**config.mk**
```make
export PLATFORM = sky130hd
export DESIGN_NAME = subctl_port
export DESIGN_NICKNAME = d
export VERILOG_FILES = /design/src/rtl/subctl_pkg.sv /design/src/rtl/subctl_cfg_reg.sv /design/src/rtl/subctl_stretch.sv /design/src/rtl/subctl_err_route.sv /design/src/rtl/subctl_port.sv
export SDC_FILE = /design/constraint.sdc
export NUM_CORES = 1
export LEC_CHECK = 0
export CORE_MARGIN = 5
export CORE_UTILIZATION = 65
export CTS_BUF_LIST = sky130_fd_sc_hd__clkbuf_16
export CTS_CLUSTER_SIZE = 20
export DETAILED_ROUTE_END_ITERATION = 16
export DONT_BUFFER_PORTS = 1
export PLACE_DENSITY = 0.84
export SLEW_MARGIN = 10
export SYNTH_ARGS = -nofsm -noshare
export SYNTH_HDL_FRONTEND = slang
export SYNTH_HIERARCHICAL = 1
export SYNTH_SLANG_ARGS = --single-unit
```
**constraint.sdc**
```tcl
create_clock -name clk -period 3.6 [get_ports clk]
set_input_delay 0.36 -clock clk [delete_from_list [all_inputs] [get_ports clk]]
set_output_delay 0.36 -clock clk [all_outputs]
set_load 0.01 [all_outputs]
```
**src/rtl/subctl_pkg.sv**
```systemverilog
package subctl_pkg;
  typedef enum logic {SRC_HOST = 1'b0, SRC_UP = 1'b1} mod0_src_e;
  typedef enum logic {FOLLOW_MOD0 = 1'b0, FOLLOW_SUB = 1'b1} rest_src_e;
  typedef struct packed {
    rest_src_e rest_src;
    mod0_src_e mod0_src;
  } cfg_t;
endpackage

```
**src/rtl/subctl_cfg_reg.sv**
```systemverilog
module subctl_cfg_reg
  import subctl_pkg::*;
(
  input  logic       clk,
  input  logic       rst,
  input  logic       we,
  input  logic [1:0] wdata,
  output cfg_t       cfg_o
);
  always_ff @(posedge clk) begin
    if (rst) begin
      cfg_o <= '{rest_src: FOLLOW_MOD0, mod0_src: SRC_HOST};
    end else if (we) begin
      cfg_o <= cfg_t'(wdata);
    end
  end
endmodule

```
**src/rtl/subctl_stretch.sv**
```systemverilog
module subctl_stretch #(
  parameter int MIN_CYC   = 4,
  parameter int QUIET_CYC = 0
) (
  input  logic clk,
  input  logic rst,
  input  logic req_i,
  output logic act_o,
  output logic busy_o
);
  localparam int LIM   = (MIN_CYC > QUIET_CYC) ? MIN_CYC : QUIET_CYC;
  localparam int CNT_W = $clog2(LIM + 1);

  logic [CNT_W-1:0] hold_q;
  logic             keep;

  assign keep = req_i || (hold_q != '0);

  always_ff @(posedge clk) begin
    if (rst) begin
      act_o  <= 1'b0;
      hold_q <= '0;
    end else begin
      act_o <= keep;
      if (!act_o && req_i) begin
        hold_q <= CNT_W'(MIN_CYC - 1);
      end else if (hold_q != '0) begin
        hold_q <= hold_q - 1'b1;
      end
    end
  end

  generate
    if (QUIET_CYC > 0) begin : g_quiet
      logic [CNT_W-1:0] quiet_q;
      always_ff @(posedge clk) begin
        if (rst) begin
          quiet_q <= '0;
        end else if (act_o && !keep) begin
          quiet_q <= CNT_W'(QUIET_CYC);
        end else if (quiet_q != '0) begin
          quiet_q <= quiet_q - 1'b1;
        end
      end
      assign busy_o = act_o || (quiet_q != '0);
    end else begin : g_noquiet
      assign busy_o = act_o;
    end
  endgenerate
endmodule

```
**src/rtl/subctl_err_route.sv**
```systemverilog
module subctl_err_route
  import subctl_pkg::*;
#(
  parameter int N_MOD = 4
) (
  input  logic             clk,
  input  logic             rst,
  input  cfg_t             cfg_i,
  input  logic [N_MOD-1:0] mod_err_n_i,
  input  logic             sub_err_n_i,
  input  logic             down_err_n_i,
  output logic             up_err_n_o,
  output logic             host_err_o,
  output logic             sub_err_n_o
);
  logic rest_err, master_err, local_err;

  assign rest_err   = !(&mod_err_n_i[N_MOD-1:1]) || !down_err_n_i;
  assign master_err = !mod_err_n_i[0] ||
                      (rest_err && cfg_i.rest_src == FOLLOW_MOD0);
  assign local_err  = !sub_err_n_i ||
                      (rest_err && cfg_i.rest_src == FOLLOW_SUB);

  always_ff @(posedge clk) begin
    if (rst) begin
      up_err_n_o  <= 1'b1;
      host_err_o  <= 1'b0;
      sub_err_n_o <= 1'b1;
    end else begin
      up_err_n_o  <= !(master_err && cfg_i.mod0_src == SRC_UP);
      host_err_o  <= master_err && cfg_i.mod0_src == SRC_HOST;
      sub_err_n_o <= !local_err;
    end
  end
endmodule

```
**src/rtl/subctl_port.sv**
```systemverilog
module subctl_port
  import subctl_pkg::*;
#(
  parameter int N_MOD     = 4,
  parameter int MIN_CYC   = 250000,
  parameter int QUIET_CYC = 250000
) (
  input  logic             clk,
  input  logic             rst,
  input  logic             cfg_we,
  input  logic [1:0]       cfg_wdata,
  input  logic             host_reset_i,
  input  logic             host_analyse_i,
  input  logic             up_reset_n_i,
  input  logic             up_analyse_n_i,
  input  logic             sub_reset_i,
  input  logic             sub_analyse_i,
  input  logic [N_MOD-1:0] mod_err_n_i,
  input  logic             sub_err_n_i,
  input  logic             down_err_n_i,
  output logic             mod0_reset_o,
  output logic             mod0_analyse_o,
  output logic             rest_reset_o,
  output logic             rest_analyse_o,
  output logic             down_reset_n_o,
  output logic             down_analyse_n_o,
  output logic             mod0_ready_o,
  output logic             rest_ready_o,
  output logic             up_err_n_o,
  output logic             host_err_o,
  output logic             mod0_sub_err_n_o
);
  localparam int N_GRP = 2;  // group 0: module 0, group 1: rest

  cfg_t cfg_q;
  logic cfg_src_up, cfg_follow_sub;

  subctl_cfg_reg u_cfg (
    .clk   (clk),
    .rst   (rst),
    .we    (cfg_we),
    .wdata (cfg_wdata),
    .cfg_o (cfg_q)
  );

  assign cfg_src_up     = (cfg_q.mod0_src == SRC_UP);
  assign cfg_follow_sub = (cfg_q.rest_src == FOLLOW_SUB);

  logic m0_rst_req, m0_ana_req;
  logic [N_GRP-1:0] rst_req, ana_req, rst_act, ana_act, rst_busy, ana_busy;

  assign m0_rst_req = cfg_src_up ? !up_reset_n_i   : host_reset_i;
  assign m0_ana_req = cfg_src_up ? !up_analyse_n_i : host_analyse_i;

  assign rst_req[0] = m0_rst_req;
  assign ana_req[0] = m0_ana_req;
  assign rst_req[1] = cfg_follow_sub ? sub_reset_i   : m0_rst_req;
  assign ana_req[1] = cfg_follow_sub ? sub_analyse_i : m0_ana_req;

  generate
    for (genvar g = 0; g < N_GRP; g++) begin : g_grp
      subctl_stretch #(.MIN_CYC(MIN_CYC), .QUIET_CYC(QUIET_CYC)) u_rst (
        .clk    (clk),
        .rst    (rst),
        .req_i  (rst_req[g]),
        .act_o  (rst_act[g]),
        .busy_o (rst_busy[g])
      );
      subctl_stretch #(.MIN_CYC(MIN_CYC), .QUIET_CYC(0)) u_ana (
        .clk    (clk),
        .rst    (rst),
        .req_i  (ana_req[g]),
        .act_o  (ana_act[g]),
        .busy_o (ana_busy[g])
      );
    end
  endgenerate

  assign mod0_reset_o     = rst_act[0];
  assign mod0_analyse_o   = ana_act[0];
  assign rest_reset_o     = rst_act[1];
  assign rest_analyse_o   = ana_act[1];
  assign down_reset_n_o   = !rst_act[1];
  assign down_analyse_n_o = !ana_act[1];
  assign mod0_ready_o     = !(rst_busy[0] || ana_busy[0]);
  assign rest_ready_o     = !(rst_busy[1] || ana_busy[1]);

  subctl_err_route #(.N_MOD(N_MOD)) u_err (
    .clk          (clk),
    .rst          (rst),
    .cfg_i        (cfg_q),
    .mod_err_n_i  (mod_err_n_i),
    .sub_err_n_i  (sub_err_n_i),
    .down_err_n_i (down_err_n_i),
    .up_err_n_o   (up_err_n_o),
    .host_err_o   (host_err_o),
    .sub_err_n_o  (mod0_sub_err_n_o)
  );
endmodule

```
==> impl_results.md <==
* Status: finished, final reports clean
* Final WL at 14,300 um
* Unique masters post-synth at 59
* Fin area at 6680 um^2
* HP Start: rst
* CTS Sinks at 117
* Switching Fraction at 38.8%
* Startpoint Class: register
* CTS resizes at 0
* Layout cells sized above 1 at 8.95%
* Layout overhead on the synthesized area at 10.0%
* YS warnings at 6
* Tcrit/Tclk final at 79.5%
* Sequential fraction of the synthesis area at 38.6%
* Clk pin slew, worst setup/hold paths at 0.05 ns
* CTS Hold Bufs at 0
* Commonest non-fill, non-tap cell in the layout: dfxtp_1
* CP bufs+invs at 1
* Via count at 5,337
* Slowest cell delay on critical path at 0.50 ns
* Final ANT Viol Nets at 0
* Cts bufs inserted at 17
* Hold Crit Depth at 1
* Slew HR at 44.7%
* RR Endpoint: g_grp[1].u_rst/g_quiet.quiet_q[5]
* Final #Nets at 721
* Worst hold slack at 0.0282 ns
* Average size of a mapped cell at 8.64 um^2
* Die Height at 107 um
* Clock skew at 0.00906 ns
* DR DRC count at 0
* Worst Path Max Fanout at 6
* Clock network fraction of total power at 27.7%
* Fill cells at 675
* TritonCTS clock tree: built
* Clock Tree Root: clkbuf_16
* Flop and latch count out of synthesis at 117
* Routed length per instance at 17.4 um
* Reg2reg path depth at 7
* Count of final hold-check violations at 0
* Final WS setup at 0.739 ns
* Grt ovf at 0
* Most frequent cells in the layout: dfxtp_1, nor2_1, a21oi_1, nor3_1, nand2_1
* Core ar. at 9150 um^2
* Combinational share of power at 39.0%
* Slew @ Worst Pin at 0.827 ns
* Post-Place Worst Slack at 1.06 ns
* Antenna violations before repair at 2
* Die area at 11,400 um^2
* Initial DRC Count at 467
* FMAX at 0.350 GHz
* R2r setup slk at 0.99 ns
* Die W at 107 um
* Syn nets at 731
* Placement Cell Area at 6080 um^2
* Vias in the first global route at 5,226
* Synth Instances at 702
* Maxcap violations at 0
* Cell Rows at 35
* Critical path endpoint category: output port
* Port Buffer Count at 0
* Hold WC Path Type: in2reg
* Setup total negative slack at 0 ns
* Crit path launch: g_grp[1].u_rst/g_quiet.quiet_q[0]
* DR pass1 iterations at 5
* Register area at 2340 um^2
* Routability cong. at 0.839
* CP cell instances: inv_1 > ha_1 > nor3b_1 > nand4_1 > or3_1 > nand2b_1 > nor2_1
* P_sw at 2.40 mW
* Post-synthesis async set-or-reset flop share at 0%
* HPWL Detailed at 9500 um
* First-pass GRT wire length at 24,300 um
* CP delay by family, top: simple AND/OR/NAND/NOR gates
* Endpoint, Worst Hold: u_cfg/cfg_o[0]
* Post-synthesis instance area at 6070 um^2
* CP Class: reg2out
* WP data arrival at 2.50 ns
* Setup-failing EPs final at 0
* Post-detailed-route via-to-cell ratio at 6.53
* Clock buffer depth at 2
* Peak supply drop at 0.000573 V
* Reg2reg start: g_grp[1].u_rst/hold_q[0]
* H-tree depth at 4
* Largest net degree at the start of global routing at 79
* Post-CTS setup buffer count at 0
* Critical path's slowest cell: or3_1
* Worst endpoint required time at 3.24 ns
* Clk_lat worst skew at 0.41 ns
* Post-route minimum period at 2.86 ns
* EDFF count, synth at 0
* Static leakage at 2.44 nW
* RSZ-0062 raised after global routing: no
* Max Slew Vio Count at 0
* Initial core utilization at 66.3%
* Ys flop type: dfxtp_1
* Share of total power in sequential cells at 33.3%
* Power Density at 926 nW/um^2
* Number of I/O pins at 28
* Multi-input gate area at 3530 um^2
* P_int at 3.78 mW
* GRT Total Usage at 25.9%
[worst register-to-register path, stage by stage, from the launching register on]
cell	delay (ns)
dfxtp_1	0.33
inv_1	0.10
ha_1	0.15
nor3b_1	0.32
nand4_1	0.40
or4_1	0.70
nand2b_1	0.40
nor2_1	0.10
[cell families (layout without fill, tap and decap cells)]
family	Yosys count	in the layout	synth area share, %
adders and majority gates	12	12	2.48
and+or+nand+nor	335	335	33.0
muxes	8	8	1.32
AOI/OAI and AO/OA	136	136	14.4
xor gates and xnor gates	48	48	6.93
other	0	2	0
buffers and inverters	46	48	3.18
DFF	117	117	38.6
[area by class of cell]
| type | count | share of cell area [%] |
|---|---|---|
| Multi-Input combinational cell | 539 | 52.9 |
| Sequential cell | 117 | 35.1 |
| Clock buffer | 17 | 6.37 |
| Clock inverter | 14 | 2.53 |
| Tap cell | 111 | 2.08 |
| Inverter | 17 | 0.956 |
| Antenna cell | 2 | 0.0750 |
[power groups by stage]
stage	combinational, mW	clock [mW]	sequential [mW]
global route	2.67	1.79	2.11
floorplan	1.97	0	1.97
global placement	2.22	0	2.03
detailed placement	2.33	0	2.06
finish	2.41	1.71	2.06
CTS	2.38	1.73	2.05
[flip-flops by register name, summed over array words and instances, names as in the netlist]
register and count:
g_grp.u_rst/g_quiet.quiet_q 36, u_cfg/cfg_o 2, g_grp.u_ana/act_o 2, g_grp.u_rst/act_o 2, u_err/sub_err_n_o 1, g_grp.u_ana/hold_q 36
u_err/host_err_o 1, g_grp.u_rst/hold_q 36, u_err/up_err_n_o 1
[worst max-delay path by stage]
stage,end,depth (start not counted)
global placement,g_grp[1].u_rst/g_quiet.quiet_q[1],7
CTS,rest_ready_o,7
global route,rest_ready_o,7
detailed placement,g_grp[1].u_rst/g_quiet.quiet_q[5],7
finish,rest_ready_o,7
floorplan,rest_ready_o,8
[Yosys cell counts, types with 10 or more instances]
cell type  count  share of area (%)
o21ai_0       22                1.8
xnor2_1       28                4.0
clkbuf_1      19                1.2
o31ai_1       10                1.2
nor3b_1       13                1.6
nand3_1       22                1.8
a21oi_1       45                3.7
dfxtp_1      117                 39
inv_1         17                1.1
a211oi_1      10                1.2
nand2_1       33                2.0
xor2_1        20                2.9
ha_1          12                2.5
or3_1         11                1.1
nor2_1        78                4.8
nor3_1        33                2.7
a31oi_1       14                1.4
or4_1         16                2.0
nor4_1        32                3.3
nand2b_1      15                1.5
[per-layer routing]
| metal | GRT usage, % | routed length [um] | part of all wire [%] | vias up |
|---|---|---|---|---|
| met3 | 5.24 | 602 | 4.2 | 43 |
| met5 | 0 | 0 | 0 | - |
| met4 | 11.1 | 401 | 2.8 | 0 |
| li1 | - | - | - | 2596 |
| met1 | 30.6 | 6020 | 42 | 2557 |
| met2 | 45.5 | 7230 | 51 | 141 |
[metrics by stage]
step	utilization, %	total power, mW	cells
global placement	66.4	4.25	784
detailed placement	66.4	4.39	784
floorplan	-	3.94	702
global route	72.9	6.57	817
CTS	72.9	6.16	815
finish	72.9	6.18	817
(Power assumes the default switching activity.)
